File: config.mk
export PLATFORM = sky130hd
export DESIGN_NAME = apb_gpio_irq
export DESIGN_NICKNAME = d
export VERILOG_FILES = /design/src/rtl/gpio_pkg.sv /design/src/rtl/gpio_sync.sv /design/src/rtl/gpio_debounce.sv /design/src/rtl/gpio_irq_detect.sv /design/src/rtl/apb_gpio_irq.sv
export SDC_FILE = /design/constraint.sdc
export NUM_CORES = 1
export LEC_CHECK = 0
export ABC_AREA = 1
export BUFFER_PORTS_ARGS = -buffer_cell sky130_fd_sc_hd__buf_4
export CORE_MARGIN = 3
export CORE_UTILIZATION = 45
export CTS_CLUSTER_DIAMETER = 100
export DETAILED_ROUTE_END_ITERATION = 7
export PLACE_DENSITY_LB_ADDON = 0.2
export SYNTH_ARGS = -nofsm -noshare
export SYNTH_HDL_FRONTEND = slang
export SYNTH_SLANG_ARGS = --single-unit
File: constraint.sdc
create_clock -name clk_i -period 3.5 [get_ports clk_i]
set_clock_uncertainty 0.2 [all_clocks]
set_input_delay 1.05 -clock clk_i [delete_from_list [all_inputs] [get_ports clk_i]]
set_output_delay 1.05 -clock clk_i [all_outputs]
set_load 0.02 [all_outputs]
File: src/rtl/gpio_pkg.sv
package gpio_pkg;
  localparam logic [7:0] OFS_DIR   = 8'h00;
  localparam logic [7:0] OFS_CTRL  = 8'h04;
  localparam logic [7:0] OFS_SET   = 8'h08;
  localparam logic [7:0] OFS_CLR   = 8'h0C;
  localparam logic [7:0] OFS_ODATA = 8'h10;
  localparam logic [7:0] OFS_IDATA = 8'h14;
  localparam logic [7:0] OFS_IEN   = 8'h18;
  localparam logic [7:0] OFS_SENSE = 8'h1C;
  localparam logic [7:0] OFS_BOTH  = 8'h20;
  localparam logic [7:0] OFS_POL   = 8'h24;
  localparam logic [7:0] OFS_RAW   = 8'h28;
  localparam logic [7:0] OFS_MASK  = 8'h2C;
  localparam logic [7:0] OFS_MSTAT = 8'h30;
  localparam logic [7:0] OFS_ICLR  = 8'h34;
  localparam logic [7:0] OFS_DBEN  = 8'h38;
  localparam logic [7:0] OFS_CFG   = 8'h3C;

  localparam int unsigned DATA_W = 32;
endpackage

File: src/rtl/gpio_sync.sv
module gpio_sync #(
  parameter int unsigned W = 32
) (
  input  logic         clk_i,
  input  logic         rst_ni,
  input  logic [W-1:0] d_i,
  output logic [W-1:0] q_o
);
  logic [W-1:0] meta_q, sync_q;

  always_ff @(posedge clk_i or negedge rst_ni) begin
    if (!rst_ni) begin
      meta_q <= '0;
      sync_q <= '0;
    end else begin
      meta_q <= d_i;
      sync_q <= meta_q;
    end
  end

  assign q_o = sync_q;
endmodule

File: src/rtl/gpio_debounce.sv
module gpio_debounce #(
  parameter int unsigned W      = 32,
  parameter int unsigned CYCLES = 4
) (
  input  logic         clk_i,
  input  logic         rst_ni,
  input  logic [W-1:0] d_i,
  output logic [W-1:0] q_o
);
  localparam int unsigned CW = $clog2(CYCLES) + 1;
  localparam logic [CW-1:0] LAST = CW'(CYCLES - 1);

  for (genvar i = 0; i < W; i++) begin : g_pin
    logic [CW-1:0] cnt_q;
    logic          val_q;

    // val_q moves only after d_i has differed for CYCLES consecutive cycles
    always_ff @(posedge clk_i or negedge rst_ni) begin
      if (!rst_ni) begin
        cnt_q <= '0;
        val_q <= 1'b0;
      end else if (d_i[i] == val_q) begin
        cnt_q <= '0;
      end else if (cnt_q == LAST) begin
        cnt_q <= '0;
        val_q <= d_i[i];
      end else begin
        cnt_q <= cnt_q + 1'b1;
      end
    end

    assign q_o[i] = val_q;
  end
endmodule

File: src/rtl/gpio_irq_detect.sv
module gpio_irq_detect #(
  parameter int unsigned W = 32
) (
  input  logic         clk_i,
  input  logic         rst_ni,
  input  logic [W-1:0] in_i,
  input  logic [W-1:0] ien_i,
  input  logic [W-1:0] sense_i,
  input  logic [W-1:0] both_i,
  input  logic [W-1:0] pol_i,
  input  logic [W-1:0] clr_i,
  output logic [W-1:0] edge_hit_o,
  output logic [W-1:0] edge_st_o,
  output logic [W-1:0] raw_o
);
  logic [W-1:0] prev_q, st_q;
  logic [W-1:0] rise, fall, edge_sel, lvl_act;

  always_comb begin
    rise     = in_i & ~prev_q;
    fall     = ~in_i & prev_q;
    edge_sel = (both_i & (rise | fall))
             | (~both_i & pol_i & rise)
             | (~both_i & ~pol_i & fall);
    lvl_act  = ien_i & sense_i & ~(in_i ^ pol_i);
  end

  assign edge_hit_o = ien_i & ~sense_i & edge_sel;

  always_ff @(posedge clk_i or negedge rst_ni) begin
    if (!rst_ni) begin
      prev_q <= '0;
      st_q   <= '0;
    end else begin
      prev_q <= in_i;
      // new edge has priority over a same-cycle clear
      st_q   <= (st_q & ~clr_i) | edge_hit_o;
    end
  end

  assign edge_st_o = st_q;
  assign raw_o     = lvl_act | (ien_i & ~sense_i & st_q);
endmodule

File: src/rtl/apb_gpio_irq.sv
module apb_gpio_irq
  import gpio_pkg::*;
#(
  parameter int unsigned N_PINS    = 32,
  parameter int unsigned DB_CYCLES = 4,
  parameter int unsigned ADDR_W    = 8
) (
  input  logic                clk_i,
  input  logic                rst_ni,
  input  logic                psel_i,
  input  logic                penable_i,
  input  logic                pwrite_i,
  input  logic [ADDR_W-1:0]   paddr_i,
  input  logic [DATA_W-1:0]   pwdata_i,
  output logic [DATA_W-1:0]   prdata_o,
  output logic                pready_o,
  input  logic [N_PINS-1:0]   pin_i,
  output logic [N_PINS-1:0]   pin_o,
  output logic [N_PINS-1:0]   pin_oe_o,
  output logic                irq_o
);
  localparam int unsigned N = N_PINS;

  logic         wr_en;
  logic [N-1:0] wdat;
  logic [N-1:0] dir_q, out_q, ien_q, sense_q, both_q, pol_q, mask_q, dben_q;
  logic [N-1:0] sync_val, db_val, in_val;
  logic [N-1:0] iclr, edge_hit, edge_st, raw, mstat;

  assign wr_en    = psel_i & penable_i & pwrite_i;
  assign wdat     = pwdata_i[N-1:0];
  assign pready_o = 1'b1;

  function automatic logic hit(input logic [ADDR_W-1:0] a, input logic [7:0] ofs);
    return a == ADDR_W'(ofs);
  endfunction

  always_ff @(posedge clk_i or negedge rst_ni) begin
    if (!rst_ni) begin
      dir_q   <= '0;
      out_q   <= '0;
      ien_q   <= '0;
      sense_q <= '0;
      both_q  <= '0;
      pol_q   <= '0;
      mask_q  <= '0;
      dben_q  <= '0;
    end else if (wr_en) begin
      if (hit(paddr_i, OFS_DIR))   dir_q   <= wdat;
      if (hit(paddr_i, OFS_SET))   out_q   <= out_q | wdat;
      if (hit(paddr_i, OFS_CLR))   out_q   <= out_q & ~wdat;
      if (hit(paddr_i, OFS_IEN))   ien_q   <= wdat;
      if (hit(paddr_i, OFS_SENSE)) sense_q <= wdat;
      if (hit(paddr_i, OFS_BOTH))  both_q  <= wdat;
      if (hit(paddr_i, OFS_POL))   pol_q   <= wdat;
      if (hit(paddr_i, OFS_MASK))  mask_q  <= wdat;
      if (hit(paddr_i, OFS_DBEN))  dben_q  <= wdat;
    end
  end

  assign iclr = (wr_en && hit(paddr_i, OFS_ICLR)) ? wdat : '0;

  gpio_sync #(.W(N)) u_sync (
    .clk_i (clk_i),
    .rst_ni(rst_ni),
    .d_i   (pin_i),
    .q_o   (sync_val)
  );

  gpio_debounce #(.W(N), .CYCLES(DB_CYCLES)) u_db (
    .clk_i (clk_i),
    .rst_ni(rst_ni),
    .d_i   (sync_val),
    .q_o   (db_val)
  );

  assign in_val = (dben_q & db_val) | (~dben_q & sync_val);

  gpio_irq_detect #(.W(N)) u_det (
    .clk_i     (clk_i),
    .rst_ni    (rst_ni),
    .in_i      (in_val),
    .ien_i     (ien_q),
    .sense_i   (sense_q),
    .both_i    (both_q),
    .pol_i     (pol_q),
    .clr_i     (iclr),
    .edge_hit_o(edge_hit),
    .edge_st_o (edge_st),
    .raw_o     (raw)
  );

  assign mstat    = raw & ~mask_q;
  assign irq_o    = |mstat;
  assign pin_o    = out_q;
  assign pin_oe_o = dir_q;

  always_comb begin
    prdata_o = '0;
    unique case (1'b1)
      hit(paddr_i, OFS_DIR):   prdata_o = DATA_W'(dir_q);
      hit(paddr_i, OFS_ODATA): prdata_o = DATA_W'(out_q);
      hit(paddr_i, OFS_IDATA): prdata_o = DATA_W'(in_val);
      hit(paddr_i, OFS_IEN):   prdata_o = DATA_W'(ien_q);
      hit(paddr_i, OFS_SENSE): prdata_o = DATA_W'(sense_q);
      hit(paddr_i, OFS_BOTH):  prdata_o = DATA_W'(both_q);
      hit(paddr_i, OFS_POL):   prdata_o = DATA_W'(pol_q);
      hit(paddr_i, OFS_RAW):   prdata_o = DATA_W'(raw);
      hit(paddr_i, OFS_MASK):  prdata_o = DATA_W'(mask_q);
      hit(paddr_i, OFS_MSTAT): prdata_o = DATA_W'(mstat);
      hit(paddr_i, OFS_DBEN):  prdata_o = DATA_W'(dben_q);
      default:                 prdata_o = '0;
    endcase
  end
endmodule

==> results.tsv, run 1 <==
stage	metric	value	unit
run_status	status	finished, violations left	
run_status	failing checks	negative setup slack	
global_route	met3 Usage GRT	4.63	%
timing	worst hold slack	109	ps
global_route	Remaining Overflow, GRT	0	
clock_network	CTS sink cnt	512	
synthesis	post-synthesis sequential area ratio	52.9	%
global_route	global-route wire length before repair	111000	um
synthesis	async set or reset register ratio after synthesis	100	%
worst_setup_path	CP arrival	2600	ps
synthesis	flops & latches, synth	512	
power	Logic pwr share	12.5	%
clock_network	CTS tree	done	
layout	Nets	3236	
timing	Fin. Hold Viols	0	
synthesis	Yosys top cell area share	52.9	%
run	Max-Cap Viols	0	
power	post-layout power	14.9	mW
worst_setup_path	crit-path max cell delay	310	ps
placed_design	I/O Buffers	173	
clock_network	CTS buffer count	55	
layout	fillers	4655	
worst_setup_path	FF-to-FF End	u_det.edge_st_o[1]$_DFF_PN0_	
global_route	largest net degree at the start of global routing	110	
worst_setup_path	type of origin of the critical path	primary input	
power	LEAKAGE	14.5	nW
placed_design	placed cell area	26900	um2
timing	Slew @ Worst Pin	608	ps
routing	number of iterations in the first detailed-routing pass	6	
worst_setup_path	CP delay by family, top	buffers and inverters	
worst_setup_path	WS Path Type	primary input to output port	
synthesis	synth warn	0	
layout	layout cells sized above 1	22.6	%
global_route	met1 GRT Util	34.5	%
timing	Final Setup Violations	33	
synthesis	top cells by area, synth	dfrtp_1, nand2_1, o21ai_0	
global_route	Tot GR Track Use	24.8	%
global_route	via count of the first global-routing pass	20164	
floorplan	# rows	84	
synthesis	Cells after Synth	2776	
worst_setup_path	worst-path maximum fanout	13	
timing	Max Transition Viols Final	0	
synthesis	Netlist cell types	36	
floorplan	I/O pin count	175	
worst_setup_path	crit end category	output port	
routing	Antenna Nets Post-Route	0	
timing	RSZ-0062 raised after global routing	yes	
timing	Final Critical Period	3850	ps
worst_setup_path	r2r setup slk	1640	ps
layout	design area	30600	um2
routing	# DRC	0	
timing	Max transition margin	59.5	%
power	maximum VDD drop	0.000397	V
power	Pint	11.0	mW
placed_design	Placed Cells	3638	
routing	Via density	5.37	
worst_setup_path	r2r startpoint	dben_q[1]$_DFFE_PN0P_	
worst_setup_path	crit path max-delay cell type	o21ai_0	
synthesis	syn avg cell area	8.73	um2
floorplan	Initial Util	45.8	%
worst_setup_path	Reg2Reg Depth	9	
floorplan	Core Area	52900	um2
worst_setup_path	CP Buf/Inv Count	4	
worst_setup_path	CP required	2250	ps
clock_network	clock-pin slew on the worst setup and hold paths	60	ps
power	Clock Power Share	41.0	%
synthesis	Synth Net Count	2949	
floorplan	total die area	56700	um2
timing	worst setup slack after layout	-353	ps
layout	Top reg by flops	u_db.g_pin.cnt_q	
clock_network	clock root cell	clkbuf_16	
power	power density over cell area	488	nW/um2
timing	Fmax achieved	260	MHz
synthesis	Synth area leader	dfrtp_1	
global_route	number of antenna violations at the first check in global routing	4	
global_route	Most Crowded Layer GR	met2	
worst_hold_path	min-delay worst type	primary input to async pin	
timing	crit share post-route	110	%
floorplan	die width	238	um
layout	fin util	57.9	%
clock_network	H-Tree Depth	2	
power	switching part of the total	26.0	%
layout	Area Overhead vs Synth	26.3	%
routing	drt total wl	69700	um
synthesis	synthesized area	24200	um2
layout	number of flip-flops in the largest register	96	
synthesis	Post-synth EDFFs	0	
synthesis	Synth Flop Type	dfrtp_1	
routing	Routed WL per cell	18.4	um
clock_network	Worst-Skew Late Latency	630	ps
worst_setup_path	Crit path top cell by count	buf_6	
routing	DR vias	20383	
layout	Final Non-Filler Cells	3796	
routing	Iteration-0 DRC Markers	1751	
power	switching pwr	3.88	mW
power	Reg power frac	46.5	%
clock_network	maximum clock insertion buffer count	3	
worst_setup_path	WP depth	10	
global_route	routing usage on met2	38.6	%
worst_setup_path	crit-path cells	buf_6, nor2_8, nand3_4, inv_2, nand2_2, buf_12, o21ai_0, nor2_2, o2111ai_2, buf_6	
placed_design	Final Wtd Congestion	0.882	
placed_design	HPWL after DPL	46000	um
floorplan	die height	238	um
[power by group through the flow]
stage	sequential, mW	combinational (mW)	clock [mW]
final	6.94	1.86	6.12
after CTS	6.93	1.88	6.25
after global routing	7.01	2.15	6.51
after global placement	7.00	1.68	0
after detailed placement	7.04	1.80	0
after floorplan	6.93	1.25	0
[synthesized netlist by cell type, drive strengths merged, types with 3 or more instances]
| cell | count |
|---|---|
| dfrtp | 512 |
| buf | 48 |
| xnor2 | 32 |
| nor2 | 215 |
| o21ai | 414 |
| mux2 | 31 |
| nand4 | 3 |
| nand3 | 157 |
| o2111ai | 31 |
| nor3 | 34 |
| nor3b | 32 |
| nand3b | 16 |
| a211oi | 30 |
| nand2 | 793 |
| ha | 96 |
| inv | 288 |
| clkbuf | 37 |
[per-layer routing]
metal / vias up / share of wire [%]
met5: - / 0.046
met4: 6 / 3.9
met3: 174 / 7.2
met2: 718 / 45
met1: 9871 / 43
li1: 9614 / -
[worst max-delay path by stage]
stage                         to  startpoint
floorplan            prdata_o[0]  paddr_i[1]
global placement    prdata_o[14]  paddr_i[1]
detailed placement  prdata_o[14]  paddr_i[1]
CTS                 prdata_o[25]  paddr_i[0]
global route        prdata_o[25]  paddr_i[6]
finish              prdata_o[25]  paddr_i[6]
[through the flow]
step                      setup WS, ps  TNS, ps
after floorplan                    112        0
after global placement            -505   -11630
after detailed placement          -530   -12220
after CTS                         -305    -8500
after global routing              -414   -10590
final                             -353    -8700
[placed cells by master (no fill, tap or decap), drive strengths merged, types with 32 or more instances in the layout]
cell type  Yosys  final
nor3b         32     32
nor2         215    215
ha            96     96
buf           48    315
nand2        793    793
nand3        157    157
clkbuf        37     81
xnor2         32     32
o21ai        414    414
dfrtp        512    512
inv          288    290
nor3          34     34
[logic make-up (layout without fill, tap and decap cells)]
logic type               count (synthesis)  after routing  share of synthesized area, %
XOR/XNOR                                32             32                          1.16
AO/OA/AOI/OAI                          480            480                          10.8
AND/OR/NAND/NOR                       1251           1251                          22.6
other                                    1              2                        0.0155
flip-flops                             512            512                          52.9
adder cells (fa/ha/maj)                 96             96                          4.96
multiplexers                            31             31                          1.44
buffers and inverters                  373            704                          6.23
[repair_timing]
item                                   in CTS  in global routing
setup buffers                              47                  8
pin swaps                                  88                 27
gates resized for setup                   238                118
hold buffers                                0                  0
endpoints found under the hold margin       0                  0
setup endpoints to repair                  33                 33
gates cloned                                5                  0
[cell type report]
type	instances	area, um2	area share, %
clock inverter	20	290	0.949
multi-input combinational	1891	10800	35.5
inverter	288	1080	3.54
antenna	1	2.50	0.00818
clock buffer	81	1620	5.31
tap	688	861	2.81
timing repair buffer	315	3060	10.0
sequential	512	12800	41.9
Power figures use the tool's default switching activity.
==> run 2: changes to the inputs <==
--- a/config.mk
+++ b/config.mk
@@ -5,7 +5,6 @@
 export SDC_FILE = /design/constraint.sdc
 export NUM_CORES = 1
 export LEC_CHECK = 0
-export ABC_AREA = 1
 export BUFFER_PORTS_ARGS = -buffer_cell sky130_fd_sc_hd__buf_4
 export CORE_MARGIN = 3
 export CORE_UTILIZATION = 45
==> run 2 against run 1 <==
Compared with the run above:
- the run still ends with negative setup slack left
- worst hold slack improved by 27 ps
- non-clock buffer count increased by 157
- die area decreased by 2.2%
- global-route usage increased by 0.14 points
- combinational power increased by 14%
- clock power decreased by 1%
- fmax decreased by 8.2%
- area after synthesis decreased by 2.3%
- critical path type is now flop to output port
- largest cell class unchanged
- largest power group unchanged
==> results.tsv, run 2 <==
stage	metric	value	unit
worst_setup_path	type of origin of the critical path	flop	
clock_network	H-Tree Depth	2	
placed_design	I/O Buffers	173	
floorplan	die height	235	um
synthesis	Yosys top cell area share	54.1	%
synthesis	Synth area leader	dfrtp_1	
timing	Fin. Hold Viols	0	
layout	Antenna diodes	0	
clock_network	maximum clock insertion buffer count	3	
global_route	Remaining Overflow, GRT	0	
synthesis	Netlist cell types	54	
worst_setup_path	crit end category	output port	
timing	Max transition margin	62.0	%
global_route	number of antenna violations at the first check in global routing	0	
global_route	Tot GR Track Use	24.9	%
routing	number of iterations in the first detailed-routing pass	8	
synthesis	top cells by area, synth	dfrtp_1, mux2_2, ha_1	
layout	layout cells sized above 1	35.9	%
clock_network	CTS tree	done	
clock_network	clock-pin slew on the worst setup and hold paths	60	ps
floorplan	die width	235	um
synthesis	flops & latches, synth	512	
power	maximum VDD drop	0.000379	V
floorplan	# rows	83	
placed_design	Post-Place Worst Slack	-693	ps
synthesis	post-synthesis xor/xnor area fraction	2.37	%
layout	Nets	2598	
timing	RSZ-0062 raised after global routing	yes	
timing	worst hold slack	136	ps
routing	Iteration-0 DRC Markers	1710	
synthesis	synthesized area	23700	um2
clock_network	CTS sink cnt	512	
floorplan	I/O pin count	175	
synthesis	largest family of logic cells by synthesized area	compound AO/OA/AOI/OAI gates	
synthesis	most common cell in the synthesized netlist	dfrtp_1	
run_status	status	finished, violations left	
synthesis	syn avg cell area	11.8	um2
clock_network	CTS buffer count	55	
layout	design area	30900	um2
run_status	failing checks	negative setup slack	
synthesis	Compound-Gate Fraction of Synth Area	13.8	%
timing	Final Setup Violations	33	
routing	DR vias	18095	
clock_network	CTS Hold Bufs	0	
routing	# DRC	0	
floorplan	total die area	55400	um2
timing	Slew @ Worst Pin	571	ps
layout	Top reg by flops	u_db.g_pin.cnt_q	
synthesis	Cells after Synth	2010	
timing	crit share post-route	120	%
routing	drt total wl	70100	um
power	power density over cell area	488	nW/um2
placed_design	HPWL after DPL	48700	um
run	Max-Cap Viols	0	
clock_network	Worst-Skew Late Latency	610	ps
floorplan	Core Area	51700	um2
layout	commonest cells after routing, fill and taps aside	dfrtp_1, buf_4, mux2_2	
worst_setup_path	WS Path Type	flop to output port	
worst_setup_path	CP arrival	2950	ps
synthesis	Simple-Gate Fraction of Synth Area	9.04	%
placed_design	placed cell area	27800	um2
timing	Final Critical Period	4200	ps
worst_setup_path	CP required	2250	ps
power	LEAKAGE	14.7	nW
routing	Routed WL per cell	22.3	um
timing	Fmax achieved	238	MHz
synthesis	synth cell count leaders	dfrtp_1, mux2_2, nand2_1	
layout	number of flip-flops in the largest register	96	
synthesis	post-synthesis adder-cell area fraction	5.07	%
synthesis	synth warn	0	
synthesis	Synth Flop Type	dfrtp_1	
synthesis	async set or reset register ratio after synthesis	100	%
synthesis	Post-synth EDFFs	0	
floorplan	Initial Util	45.8	%
layout	fin util	59.7	%
clock_network	clock root cell	clkbuf_16	
worst_setup_path	worst-path maximum fanout	2	
power	post-layout power	15.1	mW
synthesis	post-synthesis sequential area ratio	54.1	%
global_route	via count of the first global-routing pass	18472	
layout	Area Overhead vs Synth	30.4	%
timing	Max Transition Viols Final	0	
routing	Via density	5.74	
global_route	global-route wire length before repair	109000	um
placed_design	Final Wtd Congestion	0.913	
global_route	largest net degree at the start of global routing	71	
layout	most common cell after layout, fill and taps aside	dfrtp_1	
synthesis	multiplexer share of the synthesized area	11.5	%
worst_hold_path	min-delay worst type	flop to flop	
routing	Antenna Nets Post-Route	0	
synthesis	Synth Net Count	2183	
timing	worst setup slack after layout	-696	ps
[run 2: changes by cell type after synthesis, sizes merged, moves of 33 or more]
cell / previous run / this run
o21ai: 414 / 122
inv: 288 / 107
nor3b: 32 / 65
nand2: 793 / 144
a21oi: 1 / 106
nor2b: 0 / 64
mux2: 31 / 214
nand3: 157 / 11
a22oi: 0 / 40
nor2: 215 / 24
[run 2: cells by family (layout without fill, tap and decap cells)]
group | count (synthesis) | after routing
compound gates | 489 | 489
xor+xnor | 64 | 64
fa+ha+maj | 96 | 96
buf+inv | 221 | 681
flops | 512 | 512
mux | 246 | 246
other cells | 1 | 1
simple gates | 381 | 381
[run 2: layout make-up]
| cell class | count | area [um2] |
|---|---|---|
| fillers | 4217 | 20800 |
| well taps | 680 | 851 |
| clock buffers | 86 | 1710 |
| inverters | 107 | 402 |
| clock inverters | 16 | 183 |
| repair buffers | 472 | 4350 |
| multi-input cells | 1277 | 10600 |
| flip-flops and latches | 512 | 12800 |
[run 2: per-stage QoR]
step	TNS (ps)	std cells
detailed placement	-16810	3014
global placement	-16120	3014
global route	-15090	3150
finish	-13580	3150
floorplan	-3920	2010
CTS	-12420	3140
[run 2: power breakdown]
| part | total, mW | internal [mW] | switching (mW) |
|---|---|---|---|
| clock | 6.03 | 3.62 | 2.41 |
| sequential | 6.90 | 6.52 | 0.386 |
| combinational | 2.12 | 1.11 | 1.01 |
[run 2: final timing paths]
kind                                                  from                            end  slack, ps  depth (start not counted)
worst min register to register  u_sync.meta_q[4]$_DFF_PN0_        u_sync.q_o[4]$_DFF_PN0_        140                          0
max in group asynchronous                           rst_ni         mask_q[30]$_DFFE_PN0P_       2040                          2
min in group asynchronous                           rst_ni          pol_q[20]$_DFFE_PN0P_        230                          1
worst max-delay path                dben_q[23]$_DFFE_PN0P_                          irq_o       -700                          8
worst max register to register      dben_q[14]$_DFFE_PN0P_  u_det.edge_st_o[14]$_DFF_PN0_       1360                          7
worst min-delay path            u_sync.meta_q[4]$_DFF_PN0_        u_sync.q_o[4]$_DFF_PN0_        140                          0
[run 2: per-layer routing]
layer / GRT usage (%) / routed length, um
met1: 34.5 / 30100
met5: 0 / 0
met4: 9.46 / 2330
met2: 39.7 / 32700
met3: 4.02 / 4930
[run 2: worst max-delay path, cell delays in order (launching register included)]
cell	delay (ps)
dfrtp_1	370
mux2i_2	300
xnor2_2	170
a211oi_2	130
a2111oi_4	410
buf_4	170
nand4_1	140
or4_4	480
buf_6	160
[run 2: what timing repair did]
| action | in CTS | in global routing |
|---|---|---|
| pin swaps | 84 | 50 |
| gates cloned | 3 | 0 |
| endpoints found under the setup margin | 33 | 33 |
| buffers inserted | 23 | 12 |
| resized for setup | 165 | 63 |
